File: src/rtl/flag_pkg.sv
`timescale 1ns/1ps
package flag_pkg;
  typedef enum logic [2:0] {
    OPC_NONE  = 3'd0,
    OPC_ARITH = 3'd1,
    OPC_LOGIC = 3'd2,
    OPC_SHIFT = 3'd3,
    OPC_TEST  = 3'd4,
    OPC_SETC  = 3'd5,
    OPC_CLRC  = 3'd6,
    OPC_INVC  = 3'd7
  } op_class_e;

  localparam int unsigned FLAG_W = 8;
  localparam int unsigned BIT_C  = 7;
  localparam int unsigned BIT_Z  = 6;
  localparam int unsigned BIT_S  = 5;
  localparam int unsigned BIT_V  = 4;
  localparam int unsigned BIT_D  = 3;
  localparam int unsigned BIT_H  = 2;
  localparam int unsigned BIT_U2 = 1;
  localparam int unsigned BIT_U1 = 0;
endpackage

File: src/rtl/flag_op_update.sv
`timescale 1ns/1ps
module flag_op_update
  import flag_pkg::*;
#(
  parameter int unsigned DATA_W = 8
) (
  input  logic [FLAG_W-1:0] cur,
  input  logic              op_valid,
  input  logic [2:0]        op_class,
  input  logic [DATA_W-1:0] result,
  input  logic              carry_in,
  input  logic              ovf_in,
  input  logic              half_in,
  input  logic              sub_in,
  output logic [FLAG_W-1:0] nxt
);
  localparam int unsigned MSB = DATA_W - 1;

  logic      is_zero;
  op_class_e cls;

  assign is_zero = ~|result;
  assign cls     = op_class_e'(op_class);

  always_comb begin
    nxt = cur;
    if (op_valid) begin
      unique case (cls)
        OPC_ARITH: begin
          nxt[BIT_C] = carry_in;
          nxt[BIT_Z] = is_zero;
          nxt[BIT_S] = result[MSB];
          nxt[BIT_V] = ovf_in;
          nxt[BIT_D] = sub_in;
          nxt[BIT_H] = half_in;
        end
        OPC_LOGIC: begin
          nxt[BIT_Z] = is_zero;
          nxt[BIT_S] = result[MSB];
          nxt[BIT_V] = 1'b0;
        end
        OPC_SHIFT: begin
          nxt[BIT_C] = carry_in;
          nxt[BIT_Z] = is_zero;
          nxt[BIT_S] = result[MSB];
          nxt[BIT_V] = ovf_in;
        end
        OPC_TEST:  nxt[BIT_Z] = is_zero;
        OPC_SETC:  nxt[BIT_C] = 1'b1;
        OPC_CLRC:  nxt[BIT_C] = 1'b0;
        OPC_INVC:  nxt[BIT_C] = ~cur[BIT_C];
        default:   nxt = cur;
      endcase
    end
  end
endmodule

File: src/rtl/flag_reg_access.sv
`timescale 1ns/1ps
module flag_reg_access
  import flag_pkg::*;
#(
  parameter int unsigned ADDR_W    = 8,
  parameter logic [ADDR_W-1:0] FLAG_ADDR = 8'hFC
) (
  input  logic              wr_en,
  input  logic [ADDR_W-1:0] wr_addr,
  input  logic [ADDR_W-1:0] rd_addr,
  input  logic [FLAG_W-1:0] cur,
  output logic              wr_hit,
  output logic              rd_hit,
  output logic [FLAG_W-1:0] rd_data
);
  assign wr_hit  = wr_en && (wr_addr == FLAG_ADDR);
  assign rd_hit  = (rd_addr == FLAG_ADDR);
  assign rd_data = rd_hit ? cur : '0;
endmodule

File: src/rtl/status_flag_unit.sv
`timescale 1ns/1ps
module status_flag_unit
  import flag_pkg::*;
#(
  parameter int unsigned DATA_W    = 8,
  parameter int unsigned ADDR_W    = 8,
  parameter logic [ADDR_W-1:0] FLAG_ADDR = 8'hFC
) (
  input  logic              clk,
  input  logic              rst_n,
  input  logic              op_valid,
  input  logic [2:0]        op_class,
  input  logic [DATA_W-1:0] alu_result,
  input  logic              alu_carry,
  input  logic              alu_ovf,
  input  logic              alu_half,
  input  logic              alu_sub,
  input  logic              wr_en,
  input  logic [ADDR_W-1:0] wr_addr,
  input  logic [7:0]        wr_data,
  input  logic [ADDR_W-1:0] rd_addr,
  output logic [7:0]        rd_data,
  output logic              rd_hit,
  input  logic              rti_valid,
  input  logic [7:0]        rti_data,
  output logic [7:0]        flags,
  output logic              flag_c,
  output logic              flag_z,
  output logic              flag_s,
  output logic              flag_v
);
  logic [FLAG_W-1:0] flag_q;
  logic [FLAG_W-1:0] op_nxt;
  logic              wr_hit;

  flag_op_update #(.DATA_W(DATA_W)) u_update (
    .cur      (flag_q),
    .op_valid (op_valid),
    .op_class (op_class),
    .result   (alu_result),
    .carry_in (alu_carry),
    .ovf_in   (alu_ovf),
    .half_in  (alu_half),
    .sub_in   (alu_sub),
    .nxt      (op_nxt)
  );

  flag_reg_access #(.ADDR_W(ADDR_W), .FLAG_ADDR(FLAG_ADDR)) u_access (
    .wr_en   (wr_en),
    .wr_addr (wr_addr),
    .rd_addr (rd_addr),
    .cur     (flag_q),
    .wr_hit  (wr_hit),
    .rd_hit  (rd_hit),
    .rd_data (rd_data)
  );

  // Restore first, then store, then operation result.
  always_ff @(posedge clk) begin
    if (!rst_n)         flag_q <= '0;
    else if (rti_valid) flag_q <= rti_data;
    else if (wr_hit)    flag_q <= wr_data;
    else                flag_q <= op_nxt;
  end

  assign flags  = flag_q;
  assign flag_c = flag_q[BIT_C];
  assign flag_z = flag_q[BIT_Z];
  assign flag_s = flag_q[BIT_S];
  assign flag_v = flag_q[BIT_V];
endmodule

File: config.mk
export PLATFORM = sky130hd
export DESIGN_NAME = status_flag_unit
export DESIGN_NICKNAME = d
export VERILOG_FILES = /design/src/rtl/flag_pkg.sv /design/src/rtl/flag_op_update.sv /design/src/rtl/flag_reg_access.sv /design/src/rtl/status_flag_unit.sv
export SDC_FILE = /design/constraint.sdc
export NUM_CORES = 1
export LEC_CHECK = 0
export BUFFER_PORTS_ARGS = -buffer_cell sky130_fd_sc_hd__clkbuf_2
export CORE_MARGIN = 2
export CORE_UTILIZATION = 37
export CTS_CLUSTER_DIAMETER = 30
export CTS_CLUSTER_SIZE = 30
export DETAILED_ROUTE_END_ITERATION = 8
export GPL_ROUTABILITY_DRIVEN = 0
export GPL_TIMING_DRIVEN = 0
export HOLD_SLACK_MARGIN = 0.08
export PLACE_DENSITY = 0.85
export SYNTH_ARGS = -nofsm -noshare
export SYNTH_HDL_FRONTEND = slang
export SYNTH_SLANG_ARGS = --single-unit
File: constraint.sdc
create_clock -name clk -period 3.7 [get_ports clk]
set_clock_uncertainty 0.1 [all_clocks]
set_input_delay 0.555 -clock clk [delete_from_list [all_inputs] [get_ports clk]]
set_output_delay 0.555 -clock clk [all_outputs]
set_load 0.05 [all_outputs]
* Word-level counts from Yosys, hierarchy flattened *
Cells that the tools add are included.

operators by class
  $add $sub $neg = 0
  multipliers = 0
  div/mod/pow operators = 0
  magnitude comparators = 0
  eq/ne operators = 9
  shifts and indexed selects = 0
  mux-type cells = 8
  bitwise logic cells = 1
  reduce and logical (&&, ||, !) cells = 15

operators by type and width
  kind                count
  $mux 8              4
  $eq 8x8->1 const B  2
  $eq 3x3->1 const B  4
  $reduce_bool 3->1   3
  $reduce_and 2->1    4
  $reduce_or 8->1     1
  $eq 3x2->1 const B  2
  $reduce_bool 6->1   1
  $pmux 1 s4          1
  $pmux 2 s2          1
  $reduce_bool 4->1   1
  $reduce_or 4->1     1
  $eq 3x1->1 const B  1
  $mux 2              1
  $reduce_bool 2->1   1
  $reduce_or 2->1     1
  $logic_and 1x1->1   1
  $logic_not 1->1     1
  $mux 1              1
  $not 1->1           1

storage, ports and cells
  bits in registers = 8
  bits in latches = 0
  memory bits (writable) = 0
  ROM bits = 0
  input port bits = 52
  output and inout port bits = 21
  logic and storage cells = 38
  memories kept = 0

* Depth between registers and ports, before layout *
  depth after elaboration = 6
  depth in mapped cells = 5
  depth with buffers taken out = 4

* Hierarchy *
Synthesis repeated with hierarchy kept, for this count alone.

second synthesis, totals
  cells, all modules = 85
  area, all modules = 802.0 um^2

by module, submodules not included
  module            instances  cells each  area an instance (um^2)  sequential area each (um^2)
  status_flag_unit  1          39          470.5                    160.2
  flag_reg_access   1          24          176.4                    0.0
  flag_op_update    1          22          155.1                    0.0

* Worst setup path before layout *
OpenSTA, ideal clock, no wires.

  path type = input to output
  start = input rd_addr[0]
  end = output rd_data[0]
  arrival time = 3.082 ns
  required time = 3.045 ns
  setup slack = -0.037 ns
  stages = 2
  path buffers = 0
  cells stage by stage = nor4_1 -> and2_1

on the way
  longest elaborated chain between the ends = 2

ends and longest elaborated chain
  element          RTL line                source
  start, declared  status_flag_unit.sv:21  input logic [ADDR_W-1:0] rd_addr,
  $eq 8x8->1       flag_reg_access.sv:17   assign rd_hit = (rd_addr == FLAG_ADDR);
  $mux 8           flag_reg_access.sv:18   assign rd_data = rd_hit ? cur : '0;
  end, declared    status_flag_unit.sv:22  output logic [7:0] rd_data,

No other way between the ends.

* Worst setup path in the final report *
  start = input rd_addr[1]
  end = output rd_data[3]

The elaborated chain is that of the path after synthesis.

==> impl_metrics.json <==
{
  "avgViaCountPerCell": 5.14,
  "leakage_nw": 0.571,
  "clock_latency_ns": 0.25,
  "cp.required_ns": 3.04,
  "end_kind": "output port",
  "ys.flop_type": "dfxtp_1",
  "critical-path-top-delay-family": "simple AND/OR/NAND/NOR gates",
  "grt-ovfl-total": 0,
  "dp_cells": 181,
  "top_layer_used": "met4",
  "p_int_mw": 0.174,
  "slew_violations": 0,
  "grt_usage": 0.202,
  "fin_crit_sh": 0.679,
  "synth_cell_types": 32,
  "drt-wirelength-per-cell_um": 11.9,
  "cts.path.max_buffers": 2,
  "crit_start": "rd_addr[1]",
  "drive_above_1_share": 0.572,
  "criticalPathCategory": "in -> out",
  "start_util": 0.396,
  "synth_area_leaders": "dfxtp_1 (23%), and2_1 (7.3%), o21ai_0 (5.9%), a21oi_1 (5.1%), mux2_2 (4.9%)",
  "crit_path_max_incr_delay_ns": 0.70,
  "fin_tns_setup_ns": 0,
  "worstPathCellList": "clkbuf_2, nor4_2, and2_1, clkbuf_2",
  "yosys.area.top_type": "dfxtp_1",
  "antenna_found_initial": 0,
  "path_buf_inv": 2,
  "netlist_area_um2": 683,
  "hold_depth": 2,
  "largest_reg_flops": 8,
  "powerDensity_nw_per_um2": 249,
  "hold_path.class": "reg -> reg",
  "die_area_um2": 2210,
  "fp.dieH_um": 47.0,
  "cap_violations": 0,
  "drt_iter0_drc": 16,
  "tightest_slew_ns": 0.782,
  "first_pass_iters": 4,
  "final_nets": 213,
  "yosysTopAreaCellShare": 0.234,
  "drcViolationCount": 0,
  "grt_pass1_vias": 811,
  "syn-num-nets": 136,
  "max_freq_mhz": 398,
  "cp_max_fo": 9,
  "routed_wirelength_mm": 2.19,
  "grt_max_degree": 11,
  "core_um2": 1730,
  "p_sw_mw": 0.101,
  "cp_common_cell": "clkbuf_2",
  "ir_worst_vdd_mv": 0.205,
  "rsz0062_at_grt": "false",
  "r2r_cells": 4,
  "synth-seq-area-share": 0.234,
  "vias": 945,
  "h-tree-depth": 1,
  "register_area_um2": 160,
  "r2r_end": "flags[7]",
  "switching_share": 0.368,
  "path_depth": 4,
  "design_power_total_mw": 0.275,
  "cts_resized": 0,
  "hp-start": "flags[2]",
  "syn_avg_cell_area_um2": 8.13,
  "postSynthCellCount": 84,
  "grt_pass1_wl_mm": 3.22,
  "cp.arrival_ns": 1.86,
  "ctsRootBufferMaster": "clkbuf_4",
  "multi_input_area_um2": 462,
  "hpwl_mm": 1.87,
  "pwr-share-clk": 0.249,
  "instances_no_fill": 184,
  "post_cts_buffers": 0,
  "reg2reg_slack_ns": 2.64,
  "synth_warnings": 0,
  "layout_commonest_cell": "clkbuf_2",
  "ctsHoldBuffers": 0,
  "ys_ff_latch": 8,
  "io_buffers": 72,
  "utilization": 0.639,
  "final_cell_mix": "clkbuf_2 (72), and2_1 (8), o21ai_0 (8), dfxtp_1 (8), a21oi_1 (7)",
  "cts_buffers": 3,
  "clk_pin_slew_ns": 0.06,
  "die_x_um": 47.0,
  "async_reset_ff_frac": 0,
  "seqPwrFrac": 0.355,
  "timing.rr.start": "flags[7]",
  "ios": 73,
  "n_antenna_cell": 0,
  "critPathLaunchType": "input port",
  "status": "completed",
  "slew-limit-headroom": 0.475,
  "ant_nets": 0,
  "area_growth_pct": 61.5,
  "routed-wl-met2_mm": 1.11,
  "hold_ws_ns": 0.408,
  "num_rows": 15,
  "finalHoldViolations": 0,
  "period_minus_slack_ns": 2.51,
  "tritoncts": "done",
  "routed-wl-met3_um": 225,
  "setup_viol": 0,
  "cts_sinks": 8,
  "synth_edf_count": 0,
  "nFillCells": 173,
  "m1WireLength_um": 844,
  "p_comb_frac": 0.396,
  "hold_path_end": "flags[2]",
  "crit_path_top_delay_cell": "nor4_2"
}
[cells by family (layout without fill, tap and decap cells)]
logic type,Yosys count,count (layout),share of synthesized area
simple gates,37,37,0.335
flops,8,8,0.234
compound gates,24,24,0.253
mux,5,5,0.0788
buf+inv,10,85,0.0989
[per-layer routing]
layer / track usage / vias to the layer above
li1: - / 467
met1: 0.219 / 423
met2: 0.392 / 53
met3: 0.0346 / 2
met4: 0.0611 / 0
met5: 0 / -
[worst register-to-register path, delay by kind of cell, from the launching register on]
kind,cells,cell delay [ns]
AO/OA/AOI/OAI,3,0.49
flip-flops,1,0.34
AND/OR/NAND/NOR,1,0.07
[final cells by class]
type / count / area share
Timing Repair Buffer: 72 / 0.327
Inverter: 3 / 0.0102
Multi-Input combinational cell: 66 / 0.418
Buffer: 7 / 0.0510
Tap cell: 25 / 0.0283
Clock buffer: 3 / 0.0204
Sequential cell: 8 / 0.145
[synthesized netlist by cell type, types with 2 or more instances]
cell type  instances
buf_4              4
dfxtp_1            8
a21oi_1            7
nand4_1            2
nor2_1             3
nor3_1             2
o32ai_2            2
nor4_1             5
and2_1             8
o21ai_0            8
mux2_2             3
nand3_1            5
mux2i_1            2
inv_1              2
nand2b_1           2
nand2_1            4
buf_6              2
[worst max path at each step]
stage | endpoint | slack (ns)
6_report | rd_data[3] | 1.19
5_1_grt | rd_data[3] | 1.11
4_1_cts | rd_data[1] | 1.20
3_5_place_dp | rd_data[3] | 1.20
3_3_place_gp | rd_data[0] | 1.24
2_1_floorplan | rd_data[0] | 0.75
[power groups by stage]
stage	registers [mW]	clock network (mW)	logic (mW)
2_1_floorplan	0.121	0	0.0445
3_3_place_gp	0.0991	0	0.107
3_5_place_dp	0.0995	0	0.109
4_1_cts	0.0976	0.0712	0.110
5_1_grt	0.0986	0.0739	0.118
6_report	0.0976	0.0685	0.109
[metrics by stage]
stage | setup WS, ns | cell area, µm²
CTS | 1.20 | 1100
global route | 1.11 | 1100
detailed placement | 1.20 | 1080
global placement | 1.24 | 1080
finish | 1.19 | 1100
floorplan | 0.753 | 689
Note: power is estimated with default switching activity, not from simulation.
